File: config.mk
export PLATFORM = sky130hd
export DESIGN_NAME = perf_counter_pair
export DESIGN_NICKNAME = d
export VERILOG_FILES = /design/src/rtl/perf_pkg.sv /design/src/rtl/perf_evt_sel.sv /design/src/rtl/perf_dly_stage.sv /design/src/rtl/perf_cnt_reg.sv /design/src/rtl/perf_counter_pair.sv
export SDC_FILE = /design/constraint.sdc
export NUM_CORES = 1
export LEC_CHECK = 0
export BUFFER_PORTS_ARGS = -buffer_cell sky130_fd_sc_hd__buf_2
export CAP_MARGIN = 30
export CORE_MARGIN = 2
export CORE_UTILIZATION = 45
export DETAILED_ROUTE_END_ITERATION = 10
export PLACE_DENSITY = 0.66
export REMOVE_ABC_BUFFERS = 1
export SETUP_SLACK_MARGIN = 0.4
export SLEW_MARGIN = 20
export SYNTH_ARGS = -nofsm -noshare
export SYNTH_HDL_FRONTEND = slang
export SYNTH_SLANG_ARGS = --single-unit
File: constraint.sdc
create_clock -name clk_i -period 3.15 [get_ports clk_i]
set_input_delay 0.4725 -clock clk_i [delete_from_list [all_inputs] [get_ports clk_i]]
set_output_delay 0.4725 -clock clk_i [all_outputs]
set_load 0.01 [all_outputs]
File: src/rtl/perf_pkg.sv
package perf_pkg;

  localparam int OVF_BIT = 8;
  localparam int FP_MAX  = 4;

  typedef enum logic [1:0] {
    ADDR_CTL0 = 2'd0,
    ADDR_CNT0 = 2'd1,
    ADDR_CTL1 = 2'd2,
    ADDR_CNT1 = 2'd3
  } reg_addr_e;

  // counter 0 selects
  localparam logic [3:0] SEL0_ST_ISSUE = 4'd3;
  localparam logic [3:0] SEL0_SC_ISSUE = 4'd4;
  localparam logic [3:0] SEL0_SC_FAIL  = 4'd5;
  localparam logic [3:0] SEL0_BR_RESLV = 4'd6;
  // counter 1 selects
  localparam logic [3:0] SEL1_ST_GRAD  = 4'd3;
  localparam logic [3:0] SEL1_SC_GRAD  = 4'd4;
  localparam logic [3:0] SEL1_FP_GRAD  = 4'd5;

  typedef struct packed {
    logic       st_issue;
    logic       sc_issue;
    logic       reissue;
    logic       st_grad;
    logic       sc_grad;
    logic       sc_fail;
    logic [2:0] fp_cnt;
    logic [2:0] br_cnt;
  } evt_t;

endpackage

File: src/rtl/perf_evt_sel.sv
module perf_evt_sel
  import perf_pkg::*;
#(
  parameter int UNIT  = 0,
  parameter int SEL_W = 4,
  parameter int INC_W = 3
) (
  input  logic [SEL_W-1:0] sel_i,
  input  evt_t             evt_i,
  output logic [INC_W-1:0] now_amt_o,
  output logic [INC_W-1:0] dly_amt_o
);

  logic first_issue;
  logic [INC_W-1:0] fp_clamped;

  assign first_issue = evt_i.st_issue & ~evt_i.reissue;
  assign fp_clamped  = (evt_i.fp_cnt > 3'(FP_MAX)) ? INC_W'(FP_MAX) : INC_W'(evt_i.fp_cnt);

  if (UNIT == 0) begin : g_unit0
    always_comb begin
      now_amt_o = '0;
      dly_amt_o = '0;
      case (sel_i)
        SEL_W'(SEL0_ST_ISSUE): dly_amt_o = INC_W'(first_issue);
        SEL_W'(SEL0_SC_ISSUE): dly_amt_o = INC_W'(first_issue & evt_i.sc_issue);
        SEL_W'(SEL0_SC_FAIL):  now_amt_o = INC_W'(evt_i.sc_fail);
        SEL_W'(SEL0_BR_RESLV): now_amt_o = INC_W'(|evt_i.br_cnt);  // saturate at one
        default: ;
      endcase
    end
  end else begin : g_unit1
    always_comb begin
      now_amt_o = '0;
      dly_amt_o = '0;
      case (sel_i)
        SEL_W'(SEL1_ST_GRAD): now_amt_o = INC_W'(evt_i.st_grad);
        SEL_W'(SEL1_SC_GRAD): dly_amt_o = INC_W'(evt_i.sc_grad);
        SEL_W'(SEL1_FP_GRAD): dly_amt_o = fp_clamped;
        default: ;
      endcase
    end
  end

endmodule

File: src/rtl/perf_dly_stage.sv
module perf_dly_stage #(
  parameter int W = 3
) (
  input  logic         clk_i,
  input  logic         rst_ni,
  input  logic         flush_i,
  input  logic [W-1:0] amt_i,
  output logic [W-1:0] amt_o
);

  always_ff @(posedge clk_i or negedge rst_ni) begin
    if (!rst_ni)      amt_o <= '0;
    else if (flush_i) amt_o <= '0;
    else              amt_o <= amt_i;
  end

endmodule

File: src/rtl/perf_cnt_reg.sv
module perf_cnt_reg #(
  parameter int CNT_W = 32,
  parameter int INC_W = 3
) (
  input  logic             clk_i,
  input  logic             rst_ni,
  input  logic             ld_i,
  input  logic [CNT_W-1:0] ld_val_i,
  input  logic             hold_i,
  input  logic [INC_W:0]   inc_i,
  input  logic             ovf_clr_i,
  output logic [CNT_W-1:0] cnt_o,
  output logic             ovf_o
);

  logic [CNT_W:0] sum;
  logic           bump;

  assign sum  = {1'b0, cnt_o} + (CNT_W+1)'(inc_i);
  assign bump = ~ld_i & ~hold_i;

  always_ff @(posedge clk_i or negedge rst_ni) begin
    if (!rst_ni)   cnt_o <= '0;
    else if (ld_i) cnt_o <= ld_val_i;
    else if (bump) cnt_o <= sum[CNT_W-1:0];
  end

  always_ff @(posedge clk_i or negedge rst_ni) begin
    if (!rst_ni)                 ovf_o <= 1'b0;
    else if (bump && sum[CNT_W]) ovf_o <= 1'b1;
    else if (ovf_clr_i)          ovf_o <= 1'b0;
  end

endmodule

File: src/rtl/perf_counter_pair.sv
module perf_counter_pair
  import perf_pkg::*;
#(
  parameter int CNT_W = 32,
  parameter int SEL_W = 4,
  parameter int INC_W = 3
) (
  input  logic             clk_i,
  input  logic             rst_ni,
  input  logic             wr_en_i,
  input  logic [1:0]       wr_addr_i,
  input  logic [CNT_W-1:0] wr_data_i,
  input  logic [1:0]       rd_addr_i,
  output logic [CNT_W-1:0] rd_data_o,
  input  logic             st_issue_i,
  input  logic             sc_issue_i,
  input  logic             reissue_i,
  input  logic             st_grad_i,
  input  logic             sc_grad_i,
  input  logic             sc_fail_i,
  input  logic [2:0]       fp_grad_cnt_i,
  input  logic [2:0]       br_resolved_cnt_i,
  output logic [1:0]       ovf_o
);

  localparam int N_CNT = 2;

  evt_t evt;
  logic [N_CNT-1:0][CNT_W-1:0] cnt_val;
  logic [N_CNT-1:0][SEL_W-1:0] sel_val;

  assign evt = '{st_issue: st_issue_i, sc_issue: sc_issue_i, reissue: reissue_i,
                 st_grad: st_grad_i, sc_grad: sc_grad_i, sc_fail: sc_fail_i,
                 fp_cnt: fp_grad_cnt_i, br_cnt: br_resolved_cnt_i};

  for (genvar k = 0; k < N_CNT; k++) begin : g_cnt
    logic             ctl_wr, cnt_wr;
    logic [SEL_W-1:0] sel_q;
    logic [INC_W-1:0] now_amt, dly_amt, dly_q;
    logic [INC_W:0]   inc;
    logic [CNT_W-1:0] cnt_q;
    logic             ovf_q;

    assign ctl_wr = wr_en_i && (wr_addr_i == {k[0], 1'b0});
    assign cnt_wr = wr_en_i && (wr_addr_i == {k[0], 1'b1});

    always_ff @(posedge clk_i or negedge rst_ni) begin
      if (!rst_ni)     sel_q <= '0;
      else if (ctl_wr) sel_q <= wr_data_i[SEL_W-1:0];
    end

    perf_evt_sel #(.UNIT(k), .SEL_W(SEL_W), .INC_W(INC_W)) i_sel (
      .sel_i     (sel_q),
      .evt_i     (evt),
      .now_amt_o (now_amt),
      .dly_amt_o (dly_amt)
    );

    perf_dly_stage #(.W(INC_W)) i_dly (
      .clk_i   (clk_i),
      .rst_ni  (rst_ni),
      .flush_i (ctl_wr),
      .amt_i   (dly_amt),
      .amt_o   (dly_q)
    );

    assign inc = {1'b0, now_amt} + {1'b0, dly_q};

    perf_cnt_reg #(.CNT_W(CNT_W), .INC_W(INC_W)) i_reg (
      .clk_i     (clk_i),
      .rst_ni    (rst_ni),
      .ld_i      (cnt_wr),
      .ld_val_i  (wr_data_i),
      .hold_i    (ctl_wr),
      .inc_i     (inc),
      .ovf_clr_i (ctl_wr & wr_data_i[OVF_BIT]),
      .cnt_o     (cnt_q),
      .ovf_o     (ovf_q)
    );

    assign cnt_val[k] = cnt_q;
    assign sel_val[k] = sel_q;
    assign ovf_o[k]   = ovf_q;
  end

  always_comb begin
    rd_data_o = '0;
    case (rd_addr_i)
      ADDR_CTL0: begin
        rd_data_o[SEL_W-1:0] = sel_val[0];
        rd_data_o[OVF_BIT]   = ovf_o[0];
      end
      ADDR_CNT0: rd_data_o = cnt_val[0];
      ADDR_CTL1: begin
        rd_data_o[SEL_W-1:0] = sel_val[1];
        rd_data_o[OVF_BIT]   = ovf_o[1];
      end
      default:   rd_data_o = cnt_val[1];
    endcase
  end

endmodule

# --- After elaboration in Yosys (flattened, before gate mapping) ---
# Index checks and enable logic that the tools add are counted.
word_totals:
  regBits: 80
  input_bits: 51
  out_inout_bits: 34
op_classes:
  add_sub_neg: 4
  n_lt_le_gt_ge: 1
  eq_ne: 12
  muxes: 19
  bitwise_logic: 11
  n_reduce_logical: 14
ops:
  columns: ["op", "count"]
  rows:
  - ["$mux W32", 4]
  - ["$add A32 B4 Y33", 2]
  - ["$pmux W23 S2", 1]
  - ["$eq A4 B3 Y1 const B", 5]
  - ["$pmux W3 S2", 2]
  - ["$pmux W4 S3", 1]
  - ["$mux W3", 3]
  - ["$add A3 B3 Y4", 2]
  - ["$eq A4 B2 Y1 const B", 2]
  - ["$pmux W4 S2", 1]
  - ["$reduce_bool A2 Y1", 4]
  - ["$and A1 B1 Y1", 6]
  - ["$eq A2 B2 Y1 const B", 3]
  - ["$logic_and A1 B1 Y1", 6]
  - ["$mux W1", 5]
  - ["$not A1 Y1", 5]
  - ["$eq A2 B1 Y1 const B", 2]
  - ["$logic_not A2 Y1", 2]
  - ["$gt A3 B3 Y1 const B", 1]
  - ["$pmux W1 S3", 1]
  - ["$reduce_or A3 Y1", 1]
  - ["$pmux W1 S2", 1]
  - ["$reduce_or A2 Y1", 1]

# --- Logic depth before layout (Yosys ltp) ---
depth:
  depth_word: 6
  depth_mapped: 11
  depth_no_buf: 11

# --- Hierarchy ---
# From an unflattened synthesis, not the netlist that was laid out.
unflattened:
  cells_unflattened: 663
  area_unflattened_um2: 5959.5
by_module_without_submodules:
  columns: ["mod", "n_inst", "cells_per_inst", "area_each_um2", "seq_area_each_um2"]
  rows:
  - ["perf_cnt_reg at g_cnt[0].i_reg", 1, 261, 2234.6, 825.8]
  - ["perf_cnt_reg at g_cnt[1].i_reg", 1, 257, 2199.6, 825.8]
  - ["perf_counter_pair", 1, 108, 1146.1, 200.2]
  - ["perf_dly_stage", 2, 6, 93.8, 75.1]
  - ["perf_evt_sel at g_cnt[0].i_sel", 1, 13, 106.4, 0.0]
  - ["perf_evt_sel at g_cnt[1].i_sel", 1, 12, 85.1, 0.0]

# --- Worst setup path after synthesis ---
# Ideal clock, no wire load.
synth_timing:
  kind: "reg-to-reg"
  start: "register g_cnt[1].sel_q[0]"
  end: "register g_cnt[1].i_reg.cnt_o[26]"
  arrival_time_ns: 2.452
  t_required_ns: 3.046
  path_slack_ns: 0.594
  stages_incl_launch_ff: 10
  path_buffers: 0
  path_cell_list: "dfrtp_1 nor2b_1 nand4b_1 fa_1 fa_1 nor2b_1 o21bai_2 nor4_4 nand4_1 a221oi_1"
synth_between:
  elab_chain_cells: 6
synth_lines:
  columns: ["element", "line", "text"]
  rows:
  - ["start, declared", "perf_counter_pair.sv:38", "logic [SEL_W-1:0] sel_q;"]
  - ["start signal, assigned", "perf_counter_pair.sv:49", "else if (ctl_wr) sel_q <= wr_data_i[SEL_W-1:0];"]
  - ["$eq A4 B2 Y1", "perf_evt_sel.sv:36", "case (sel_i)"]
  - ["$mux W1", "perf_evt_sel.sv:36", null]
  - ["$add A3 B3 Y4", "perf_counter_pair.sv:67", "assign inc = {1'b0, now_amt} + {1'b0, dly_q};"]
  - ["$add A32 B4 Y33", "perf_cnt_reg.sv:19", "assign sum = {1'b0, cnt_o} + (CNT_W+1)'(inc_i);"]
  - ["$mux W32", "perf_cnt_reg.sv:25", "else if (bump) cnt_o <= sum[CNT_W-1:0];"]
  - ["$mux W32", "perf_cnt_reg.sv:24", "else if (ld_i) cnt_o <= ld_val_i;"]
  - ["end signal, assigned", "perf_cnt_reg.sv:24", null]
  - ["end signal, assigned", "perf_cnt_reg.sv:25", null]
  - ["end, declared", "perf_cnt_reg.sv:12", "output logic [CNT_W-1:0] cnt_o,"]
# No other way between the ends. The select of a mux whose other input is x is not followed.
# A chain may end at the register's enable or synchronous reset.

# --- Worst setup path in the final report ---
layout_timing:
  start: "register g_cnt[1].sel_q[3]"
  end: "register g_cnt[1].i_reg.cnt_o[8]"
# The elaborated chain is that of the path after synthesis.

==> out/qor.yml <==
ys_types: 66
track_usage_pct: 26.65
fp.dieH_um: 111.4
final_util_pct: 54.28
root_buffer: "clkbuf_16"
worstMarginPinSlew_ns: 0.9040
cts_tree: "done"
slew_headroom_pct: 39.58
antenna_found_initial: 0
synthArstFlopShare_pct: 100.0
endpoint_kind: "register"
arrival_ns: 2.87
die_area_um2: 12400
final_cell_mix: "83 x buf_2, 78 x dfrtp_1, 65 x nor2_1, 41 x nand2_1"
viasPerCell: 6.363
fin_crit_sh_pct: 83.49
synth-warning-count: 0
hold_viol: 0
wl_per_cell_um: 20.89
required_ns: 3.39
routabilityCongestion: 0.9148
dr.pass1.iters: 6
synthCells: 575
core_area_um2: 11320
start_util_pct: 45.81
grt_max_degree: 43
final_nets: 715
syn_area_um2: 5186
drt-total-wl_mm: 16.82
layout_min_cycle_time_ns: 2.630
cts-buffers-inserted: 9
critPathKind: "register to register"
post-dp-hpwl_mm: 12.03
grt_overflow: 0
synth_area_per_cell_um2: 9.020
final-max-slew-violation-count: 0
die_x_um: 111.4
drtAntennaViolNets: 0
hp-class: "primary input to async pin"
first_global_vias: 4912
antenna_cells: 0
io_pins: 85
num_rows: 39
final_common_cell: "buf_2"
status: "complete, no violations"
clock_sinks: 78
fillers: 1071
synth_edf_count: 0
maxCapViolations: 0
via_count: 5122
ys_seq_elements: 78
power_density_nw_per_um2: 540.9
drc: 0
drtIter0Drc: 452
syn_to_final_growth_pct: 18.48
grt_pass1_wl_mm: 26.09
cts_hold_buf: 0
p_leak_uw: 0.002621
ir_drop_uv: 446.2
drive_gt1_share_pct: 23.87
fmax_mhz: 380.3
io_buffer_count: 84
rsz0062_at_grt: "yes"
clock_path_buffers: 2
critPathMaxFanout: 8
synthFlopType: "dfrtp_1"
setup_viol: 0
finClkSkew_ns: 0.006947
htreeDepth: 3
yosysSeqAreaShare_pct: 37.64
worstSkewPairLatency_ns: 0.34
clk_pin_slew_ns: 0.06
fin_setup_tns_ns: 0
cp-start-kind: "register"
-- state kept, by name, indices dropped and copies added, names as in the netlist --
name               flops
g_cnt.i_reg.ovf_o      2
g_cnt.i_reg.cnt_o     64
g_cnt.sel_q            8
g_cnt.i_dly.amt_o      4
-- power breakdown --
group | total, uW | switching, uW | internal, uW
sequential | 1460 | 267 | 1190
clock | 981 | 409 | 572
combinational | 888 | 482 | 406
total | 3320 | 1160 | 2170
-- worst paths after layout --
path / from / to / slack (ns) / cells after the start
worst max-delay path: g_cnt[1].sel_q[3] / g_cnt[1].i_reg.cnt_o[8] / 0.52 / 10
worst min register to register: g_cnt[0].sel_q[3] / g_cnt[0].i_dly.amt_o[0] / 0.52 / 1
worst max register to register: g_cnt[1].sel_q[3] / g_cnt[1].i_reg.cnt_o[8] / 0.52 / 10
max in group asynchronous: rst_ni / g_cnt[0].i_reg.cnt_o[4] / 2.41 / 2
min in group clk_i: st_issue_i / g_cnt[0].i_dly.amt_o[0] / 0.37 / 3
worst min-delay path: rst_ni / g_cnt[1].i_reg.cnt_o[17] / 0.11 / 1
-- stage by stage --
step	cell area [um2]	worst slack (ns)	total power [uW]	instances	hold slack [ns]
after global placement	5756	0.3077	2278	783	0.4472
after CTS	6061	0.3777	3301	799	0.1271
final	6145	0.5202	3324	805	0.1117
after global routing	6145	0.3019	3494	805	0.1360
after detailed placement	5776	0.08917	2319	784	0.4728
after floorplan	5034	0.5939	1951	540	0.1769
-- critical path, cell delays in order (launching register included) --
cell and delay [ns]:
dfrtp_1 0.43, nor2b_4 0.13, nand4b_1 0.13, fa_2 0.38
fa_2 0.39, nor2b_4 0.17, o21bai_4 0.17, buf_4 0.18
nor2_2 0.20, a311oi_1 0.13, a211oi_1 0.21
-- cells in the mapped netlist (2+ instances only) --
cell | count | area share [%]
o221a_2 | 5 | 1.1
clkbuf_1 | 20 | 1.4
nor3_1 | 25 | 2.4
nor2b_1 | 34 | 4.1
a21oi_1 | 27 | 2.6
nor2_1 | 66 | 4.8
nand3_1 | 24 | 2.3
nor4b_1 | 2 | 0.34
nor3b_1 | 2 | 0.29
mux4_2 | 5 | 2.2
nand3b_1 | 2 | 0.29
buf_2 | 7 | 0.68
inv_1 | 9 | 0.65
nand2_1 | 41 | 3.0
nand2b_1 | 4 | 0.48
a21o_1 | 2 | 0.29
o22ai_1 | 6 | 0.72
a211oi_1 | 26 | 3.8
mux2_2 | 8 | 1.7
buf_1 | 4 | 0.29
buf_4 | 3 | 0.43
a221oi_1 | 2 | 0.34
mux2i_1 | 32 | 6.2
o211a_1 | 4 | 0.77
o211ai_1 | 4 | 0.58
or3b_2 | 2 | 0.34
nor4_1 | 5 | 0.60
o21a_1 | 2 | 0.29
ha_1 | 3 | 0.72
and4_1 | 11 | 1.9
o31ai_1 | 2 | 0.29
fa_1 | 3 | 1.2
and2_1 | 8 | 0.97
a31oi_1 | 7 | 0.84
nand4_1 | 14 | 1.7
and3_1 | 13 | 1.6
nor3_2 | 3 | 0.58
a311oi_1 | 18 | 3.0
xnor2_1 | 3 | 0.51
o21ai_0 | 14 | 1.4
dfrtp_1 | 78 | 38
-- final cells by class --
class                           count  area, um2  area share (%)
Tap cell                          143      178.9           2.912
Inverter                           10      37.54          0.6109
Sequential cell                    78       1952           31.77
Timing Repair Buffer              107      608.1           9.896
Clock inverter                      1      5.005         0.08145
Multi-Input combinational cell    452       3099           50.44
Clock buffer                       14      264.0           4.296
-- timing repair --
item                                    CTS  global route
endpoints found under the setup margin   12            21
resized for setup                         3             9
setup buffers                             0             6
pin swaps                                 2             4
-- logic make-up after synthesis --
group | share of synthesized area (%)
AOI/OAI and AO/OA | 18.70
xor gates and xnor gates | 0.5067
adders and majority gates | 1.882
buffers and inverters | 3.667
DFF | 37.64
muxes | 10.08
and+or+nand+nor | 27.53
-- layer usage --
metal	vias up	GRT usage, %	routed length [um]	part of all wire [%]
li1	2353	-	-	-
met1	2469	36.92	7226	43
met2	277	42.80	8033	48
met3	23	5.117	1324	7.9
met4	0	7.984	231	1.4
met5	-	0	0	0
Note: power is estimated with default switching activity, not from simulation.
